--- src/rtl/cc_flag_pkg.sv ---
`timescale 1ns/1ps
package cc_flag_pkg;
  localparam int unsigned SLOT_C = 0;
  localparam int unsigned SLOT_D = 1;
  localparam int unsigned SLOTS  = 2;
  // bit positions decoded by software
  localparam int unsigned BIT_C  = 2;
  localparam int unsigned BIT_D  = 3;

  function automatic int unsigned slot_bit(input int unsigned s);
    return (s == SLOT_C) ? BIT_C : BIT_D;
  endfunction
endpackage

--- src/rtl/cc_flag_cell.sv ---
`timescale 1ns/1ps
module cc_flag_cell (
  input  logic clk_i,
  input  logic rst_ni,
  input  logic mode_cap_i,
  input  logic match_i,
  input  logic capture_i,
  input  logic svc_i,
  input  logic svc_noclr_i,
  input  logic irq_en_i,
  input  logic rd_hit_i,
  input  logic wr_hit_i,
  input  logic wbit_i,
  output logic flag_o,
  output logic irq_o
);
  logic flag_q, arm_q, flag_d, arm_d;
  logic set_ev, sw_clr, hw_clr;

  always_comb begin
    set_ev = mode_cap_i ? capture_i : match_i;
    sw_clr = wr_hit_i & ~wbit_i & arm_q;
    hw_clr = svc_i & ~svc_noclr_i;
    // set has priority so no event is lost
    flag_d = set_ev | (flag_q & ~(sw_clr | hw_clr));
    // any write consumes the arm; a read arms only on a visible 1
    arm_d  = wr_hit_i ? 1'b0 : (arm_q | (rd_hit_i & flag_q));
  end

  always_ff @(posedge clk_i or negedge rst_ni) begin
    if (!rst_ni) begin
      flag_q <= 1'b0;
      arm_q  <= 1'b0;
    end else begin
      flag_q <= flag_d;
      arm_q  <= arm_d;
    end
  end

  assign flag_o = flag_q;
  assign irq_o  = flag_q & irq_en_i;


  set_wins_chk: assert property (@(posedge clk_i) disable iff (!rst_ni)
    set_ev |=> flag_q);

  wr_one_keep_chk: assert property (@(posedge clk_i) disable iff (!rst_ni)
    (flag_q && wr_hit_i && wbit_i && !svc_i) |=> flag_q);

  unarmed_keep_chk: assert property (@(posedge clk_i) disable iff (!rst_ni)
    (flag_q && wr_hit_i && !arm_q && !svc_i) |=> flag_q);

  arm_consume_chk: assert property (@(posedge clk_i) disable iff (!rst_ni)
    wr_hit_i |=> !arm_q);

  svc_clear_chk: assert property (@(posedge clk_i) disable iff (!rst_ni)
    (svc_i && !svc_noclr_i && !set_ev) |=> !flag_q);

  svc_block_chk: assert property (@(posedge clk_i) disable iff (!rst_ni)
    (flag_q && svc_i && svc_noclr_i && !wr_hit_i) |=> flag_q);
endmodule

--- src/rtl/cc_flag_chan.sv ---
`timescale 1ns/1ps
module cc_flag_chan
  import cc_flag_pkg::*;
#(
  parameter bit HAS_CD = 1'b1
) (
  input  logic             clk_i,
  input  logic             rst_ni,
  input  logic [SLOTS-1:0] mode_cap_i,
  input  logic [SLOTS-1:0] match_i,
  input  logic [SLOTS-1:0] capture_i,
  input  logic [SLOTS-1:0] svc_i,
  input  logic             svc_noclr_i,
  input  logic [SLOTS-1:0] irq_en_i,
  input  logic             rd_hit_i,
  input  logic             wr_hit_i,
  input  logic [SLOTS-1:0] wbits_i,
  output logic [SLOTS-1:0] flag_o,
  output logic [SLOTS-1:0] irq_o
);
  if (HAS_CD) begin : g_cd
    for (genvar s = 0; s < SLOTS; s++) begin : g_slot
      cc_flag_cell u_cell (
        .clk_i       (clk_i),
        .rst_ni      (rst_ni),
        .mode_cap_i  (mode_cap_i[s]),
        .match_i     (match_i[s]),
        .capture_i   (capture_i[s]),
        .svc_i       (svc_i[s]),
        .svc_noclr_i (svc_noclr_i),
        .irq_en_i    (irq_en_i[s]),
        .rd_hit_i    (rd_hit_i),
        .wr_hit_i    (wr_hit_i),
        .wbit_i      (wbits_i[s]),
        .flag_o      (flag_o[s]),
        .irq_o       (irq_o[s])
      );
    end
  end else begin : g_none
    logic unused_in;
    assign unused_in = ^{clk_i, rst_ni, mode_cap_i, match_i, capture_i, svc_i,
                         svc_noclr_i, irq_en_i, rd_hit_i, wr_hit_i, wbits_i};
    assign flag_o = '0;
    assign irq_o  = '0;
  end
endmodule

--- src/rtl/cc_flag_rdmux.sv ---
`timescale 1ns/1ps
module cc_flag_rdmux
  import cc_flag_pkg::*;
#(
  parameter int unsigned NUM_CH = 6,
  parameter int unsigned DW     = 8,
  parameter int unsigned SEL_W  = 3
) (
  input  logic [SLOTS*NUM_CH-1:0] flags_i,
  input  logic [SEL_W-1:0]        sel_i,
  output logic [DW-1:0]           rdata_o
);
  always_comb begin
    rdata_o = '0;
    for (int c = 0; c < NUM_CH; c++) begin
      if (sel_i == SEL_W'(c)) begin
        for (int s = 0; s < SLOTS; s++) begin
          rdata_o[slot_bit(s)] = flags_i[SLOTS*c + s];
        end
      end
    end
  end
endmodule

--- src/rtl/cc_flag_status.sv ---
`timescale 1ns/1ps
module cc_flag_status
  import cc_flag_pkg::*;
#(
  parameter int unsigned       NUM_CH  = 6,
  parameter logic [NUM_CH-1:0] CD_MASK = NUM_CH'(9),
  parameter int unsigned       DW      = 8,
  localparam int unsigned      SEL_W   = (NUM_CH > 1) ? $clog2(NUM_CH) : 1,
  localparam int unsigned      NF      = SLOTS * NUM_CH
) (
  input  logic             clk_i,
  input  logic             rst_ni,
  input  logic [NF-1:0]    mode_cap_i,
  input  logic [NF-1:0]    match_i,
  input  logic [NF-1:0]    capture_i,
  input  logic [NF-1:0]    svc_i,
  input  logic             svc_noclr_i,
  input  logic [NF-1:0]    irq_en_i,
  input  logic             rd_i,
  input  logic             wr_i,
  input  logic [SEL_W-1:0] sel_i,
  input  logic [DW-1:0]    wdata_i,
  output logic [DW-1:0]    rdata_o,
  output logic [NF-1:0]    irq_o
);
  logic [NF-1:0]    flags;
  logic [SLOTS-1:0] wbits;
  logic             unused_wdata;

  for (genvar s = 0; s < SLOTS; s++) begin : g_wb
    assign wbits[s] = wdata_i[slot_bit(s)];
  end
  assign unused_wdata = ^wdata_i;

  for (genvar c = 0; c < NUM_CH; c++) begin : g_ch
    localparam logic [SEL_W-1:0] CH_ID = SEL_W'(c);
    logic rd_hit, wr_hit;
    assign rd_hit = rd_i & (sel_i == CH_ID);
    assign wr_hit = wr_i & (sel_i == CH_ID);

    cc_flag_chan #(.HAS_CD(CD_MASK[c])) u_chan (
      .clk_i       (clk_i),
      .rst_ni      (rst_ni),
      .mode_cap_i  (mode_cap_i[SLOTS*c +: SLOTS]),
      .match_i     (match_i[SLOTS*c +: SLOTS]),
      .capture_i   (capture_i[SLOTS*c +: SLOTS]),
      .svc_i       (svc_i[SLOTS*c +: SLOTS]),
      .svc_noclr_i (svc_noclr_i),
      .irq_en_i    (irq_en_i[SLOTS*c +: SLOTS]),
      .rd_hit_i    (rd_hit),
      .wr_hit_i    (wr_hit),
      .wbits_i     (wbits),
      .flag_o      (flags[SLOTS*c +: SLOTS]),
      .irq_o       (irq_o[SLOTS*c +: SLOTS])
    );
  end

  cc_flag_rdmux #(.NUM_CH(NUM_CH), .DW(DW), .SEL_W(SEL_W)) u_rdmux (
    .flags_i (flags),
    .sel_i   (sel_i),
    .rdata_o (rdata_o)
  );
endmodule

--- config.mk ---
export PLATFORM = sky130hd
export DESIGN_NAME = cc_flag_status
export DESIGN_NICKNAME = d
export VERILOG_FILES = /design/src/rtl/cc_flag_pkg.sv /design/src/rtl/cc_flag_cell.sv /design/src/rtl/cc_flag_chan.sv /design/src/rtl/cc_flag_rdmux.sv /design/src/rtl/cc_flag_status.sv
export SDC_FILE = /design/constraint.sdc
export NUM_CORES = 1
export LEC_CHECK = 0
export BUFFER_PORTS_ARGS = -buffer_cell sky130_fd_sc_hd__buf_2
export CORE_MARGIN = 4
export CORE_UTILIZATION = 31
export CTS_BUF_LIST = sky130_fd_sc_hd__clkbuf_4 sky130_fd_sc_hd__clkbuf_8
export DETAILED_ROUTE_END_ITERATION = 10
export HOLD_SLACK_MARGIN = 0.1
export PLACE_DENSITY_LB_ADDON = 0.2
export SYNTH_ARGS = -nofsm -noshare
export SYNTH_HDL_FRONTEND = slang
export SYNTH_SLANG_ARGS = --single-unit
--- constraint.sdc ---
create_clock -name clk_i -period 1.8 [get_ports clk_i]
set_clock_uncertainty 0.2 [all_clocks]
set_input_delay 0.36 -clock clk_i [delete_from_list [all_inputs] [get_ports clk_i]]
set_output_delay 0.36 -clock clk_i [all_outputs]
set_load 0.005 [all_outputs]
Yosys cells after proc, flatten, opt, wreduce, memory -nomap -nowiden
Cells that the tools add are included.

storage, ports and cells
  input bits = 76
  memories = 0
  latch bits = 0
  memory bits (writable) = 0
  output and inout port bits = 20
  logic and storage cells = 75
  ROM bits = 0
  register bits = 8

operators by class
  add/subtract/negate cells = 0
  reduce and logical (&&, ||, !) cells = 1
  shift operators = 0
  equality and inequality tests = 5
  div/mod/pow operators = 0
  order comparisons = 0
  multiplexer cells = 14
  bitwise logic cells = 47
  $mul = 0

operators with widths
  cell                count
  $and 1x1->1         28
  $mux 2              6
  $or 1x1->1          12
  $mux 1              8
  $not 1->1           7
  $eq 3x2->1 const B  2
  $eq 3x3->1 const B  2
  $eq 3x1->1 const B  1
  $logic_not 3->1     1

Depth between registers and ports, before layout
  word-level depth = 8
  mapped depth = 3
  depth with buffers taken out = 3

Cells and area by module
From an unflattened synthesis, not the netlist that was laid out.

unflattened totals
  cell total of the unflattened synthesis = 93
  area total of the unflattened synthesis = 862.1 sq um

by module, submodules not included
  module                              area each (sq um)  instances  seq. area each (sq um)  cells each
  cc_flag_cell                        98.8               4          50.0                    9
  cc_flag_rdmux                       171.4              1          0.0                     22
  cc_flag_status                      160.2              1          0.0                     15
  cc_flag_chan at g_ch[1].u_chan ...  33.8               4          0.0                     5

Least setup slack after synthesis
No wires, ideal clock.

  kind = input to output
  start point = input sel_i[1]
  end point = output rdata_o[2]
  slack = 0.455 ns
  data required time = 1.240 ns
  path buffers = 0
  data arrival time = 0.785 ns
  stages = 3
  cells stage by stage = nor2_1 > a22oi_1 > nor2_1

between the ends
  longest elaborated chain between the ends = 7
  elaborated cells between the ends (all ways) = 12
  those cells by class = eq/ne: 5; mux: 6; reduce/logical: 1

RTL lines
  element               line                  text
  from (decl)           cc_flag_status.sv:21  input logic [SEL_W-1:0] sel_i,
  $logic_not 3->1       cc_flag_rdmux.sv:16   if (sel_i == SEL_W'(c)) begin
  $mux 2 (5 in series)  cc_flag_rdmux.sv:16
  $mux 2 (*)            cc_flag_rdmux.sv:16
  to (decl)             cc_flag_status.sv:23  output logic [DW-1:0] rdata_o,

Every way passes the cells marked *; elsewhere a longest branch is shown, timed or not.

Worst setup path after layout
Same ends and word-level chain as after synthesis.

==> impl_metrics.env <==
export IMPL_layout_setup_ws_ps=213.0
export IMPL_drive_above_1_share_pct=39.42
export IMPL_drt_drc_violations_left=0
export IMPL_port_buffers=35
export IMPL_final_net_count=182
export IMPL_cts_root_buf="clkbuf_4"
export IMPL_final_min_clock_period_ps=1587
export IMPL_via_per_inst=4.388
export IMPL_critPathArrivalTime_ps=1030
export IMPL_grt_pass1_vias=501
export IMPL_cp_common_cell="buf_2"
export IMPL_min_path_type="in2reg"
export IMPL_ios=96
export IMPL_reg2reg_depth=2
export IMPL_multi_input_area_um2=302.8
export IMPL_ant_nets=0
export IMPL_antenna_found_initial=0
export IMPL_crit_family="simple AND/OR/NAND/NOR gates"
export IMPL_critPathBufInv=2
export IMPL_clock_sinks=8
export IMPL_initial_core_util_pct=33.75
export IMPL_postCtsSetupRepairBufs=0
export IMPL_max_stage_delay_ps=220
export IMPL_die_y_um=52.06
export IMPL_cp_num_cells=5
export IMPL_power_density_nw_per_um2=633.6
export IMPL_hold_depth=3
export IMPL_die_area_um2=2710
export IMPL_peakVddDrop_v=0.0004363
export IMPL_fin_cells=129
export IMPL_synth_avg_cell_area_um2=8.598
export IMPL_ctsLongestPathBuffers=2
export IMPL_clk_pin_slew_worst_paths_ps=50
export IMPL_synthToLayoutAreaGrowth_pct=25.78
export IMPL_hold_violations=0
export IMPL_insertion_delay_ps=250
export IMPL_worstSetupPathType="in2out"
export IMPL_placed_cells=125
export IMPL_cts_tree="done"
export IMPL_grt_use_total_pct=11.20
export IMPL_globalRouteOverflowTotal=0
export IMPL_max_freq_mhz=630.1
export IMPL_core_um2=1783
export IMPL_post_place_ws_ps=118.6
export IMPL_path_cells="buf_2 > nor2_2 > a22oi_1 > nor2_1 > buf_2"
export IMPL_crit_fanout=6
export IMPL_crit_slowest_cell="nor2_2"
export IMPL_grt_pass1_wl_um=2228
export IMPL_numCtsBuffers=3
export IMPL_grt_max_degree=9
export IMPL_yosys_register_bits=8
export IMPL_p_leak_uw=0.0004232
export IMPL_final_seq_area_um2=200.2
export IMPL_critPathCaptureType="primary output"
export IMPL_synth_area_leaders="dfrtp_1, buf_4, mux2i_1"
export IMPL_syn_area_um2=601.8
export IMPL_fin_setup_tns_ps=0
export IMPL_finalMaxSlewViolations=0
export IMPL_dp_hpwl_um=1228
export IMPL_worstPathRequired_ps=1240
export IMPL_fin_crit_sh_pct=88.17
export IMPL_yosysTopAreaCellShare_pct=33.26
export IMPL_seq_area_frac_synth_pct=33.26
export IMPL_status="finished, final reports clean"
export IMPL_die_w_um=52.06
export IMPL_yosysTopAreaCell="dfrtp_1"
export IMPL_htreeDepth=1
export IMPL_utilization_pct=42.46
export IMPL_row_count=15
export IMPL_routed_wl_um=1467
export IMPL_synthCells=70
export IMPL_rsz0062_at_grt="no"
export IMPL_start_kind="primary input"
export IMPL_dr_first_iter_drc_count=10
export IMPL_yosysWarnings=0
export IMPL_firstDrtPassIters=4
export IMPL_place_congestion=0.7628
export IMPL_maxCapViolCount=0
export IMPL_setup_viol=0
export IMPL_vias=566
export IMPL_routedWlPerCell_um=11.37
export IMPL_ys_types=18
export IMPL_n_antenna_cell=0
export IMPL_fillers=204
## Yosys cell counts
library cell	number
nor3b_1	2
conb_1	1
and2b_4	1
a31oi_1	2
and2_4	1
mux2i_1	4
a21oi_1	6
a22oi_1	2
nor2_1	3
and2_1	4
buf_4	18
and4b_1	1
inv_1	4
o21ai_0	4
nor3_1	1
o21ai_1	4
dfrtp_1	8
and3_1	4
## routing by layer
layer	global-route usage, %	share of wire (%)	vias to the layer above
li1	-	-	277
met1	13.31	42	254
met2	17.57	46	33
met3	5.158	11	2
met4	3.930	0.82	0
met5	0	0	-
## timing repair
action | in CTS | in global routing
gates resized for setup | 0 | 1
hold buffers | 1 | 0
hold endpoints to repair | 8 | 0
setup endpoints to repair | 0 | 1
## worst reg2reg max path, cell delays in order, from the launching register on
cell     delay, ps
dfrtp_1        410
a31oi_1        180
a21oi_1         60
## placed cells by master (no fill, tap or decap)
master         netlist  routed
buf_2                0      35
o21ai_1              4       4
a21oi_1              6       6
dfrtp_1              8       8
and2b_4              1       1
and4b_1              1       1
clkbuf_4             0       3
inv_1                4       4
and2_1               4       4
and3_1               4       4
nor2_2               0       1
a31oi_1              2       2
nor2_1               3       2
and2_4               1       1
mux2i_1              4       4
nor3_1               1       1
nor3b_1              2       2
o21ai_0              4       4
conb_1               1      14
a22oi_1              2       2
dlygate4sd3_1        0       1
## cell families after synthesis
family	after synthesis	share of synthesized area (%)
buf+inv	22	24.95
compound gates	18	16.22
simple gates	17	18.29
flops	8	33.26
mux	4	6.653
other cells	1	0.6231
## path summary, 6_finish.rpt
kind                                                        startpoint  slack (ps)                                           to
max                                                           sel_i[1]         210                                   rdata_o[2]
min                                                         match_i[1]         140  g_ch[0].u_chan.g_cd.g_slot[1].u_cell.flag_o
max reg2reg                g_ch[0].u_chan.g_cd.g_slot[1].u_cell.flag_o         840   g_ch[0].u_chan.g_cd.g_slot[1].u_cell.arm_q
min reg2reg                 g_ch[3].u_chan.g_cd.g_slot[0].u_cell.arm_q         320   g_ch[3].u_chan.g_cd.g_slot[0].u_cell.arm_q
max in group asynchronous                                       rst_ni         950  g_ch[3].u_chan.g_cd.g_slot[0].u_cell.flag_o
min in group asynchronous                                       rst_ni         280   g_ch[0].u_chan.g_cd.g_slot[1].u_cell.arm_q
## stage by stage
stage          total power [uW]  hold WS, ps  cell area [um2]
5_1_grt                   517.5        159.2            757.0
6_report                  479.6        139.8            757.0
4_1_cts                   486.9        135.2            754.5
3_5_place_dp              342.4        13.74            721.9
3_3_place_gp              338.9        14.09            721.9
2_1_floorplan             313.0       -135.6            650.6
## report_power, final
| part | switching, uW | internal [uW] | leakage [uW] |
|---|---|---|---|
| clock network | 61.4 | 76.3 | 0.0000138 |
| registers | 16.6 | 207 | 0.0000889 |
| logic | 56.0 | 62.3 | 0.000321 |
| total | 134 | 346 | 0.000423 |
## state kept, by name, summed over array words and instances (netlist names)
signal	cells
g_ch.u_chan.g_cd.g_slot.u_cell.flag_o	4
g_ch.u_chan.g_cd.g_slot.u_cell.arm_q	4
## layout make-up
class / instances / share of cell area, %
Multi-Input combinational cell: 53 / 40.00
Sequential cell: 8 / 26.45
Timing Repair Buffer: 36 / 24.46
Tap cell: 25 / 4.132
Clock buffer: 3 / 2.975
Inverter: 4 / 1.983
No activity file was read; power rests on OpenSTA's default activity.
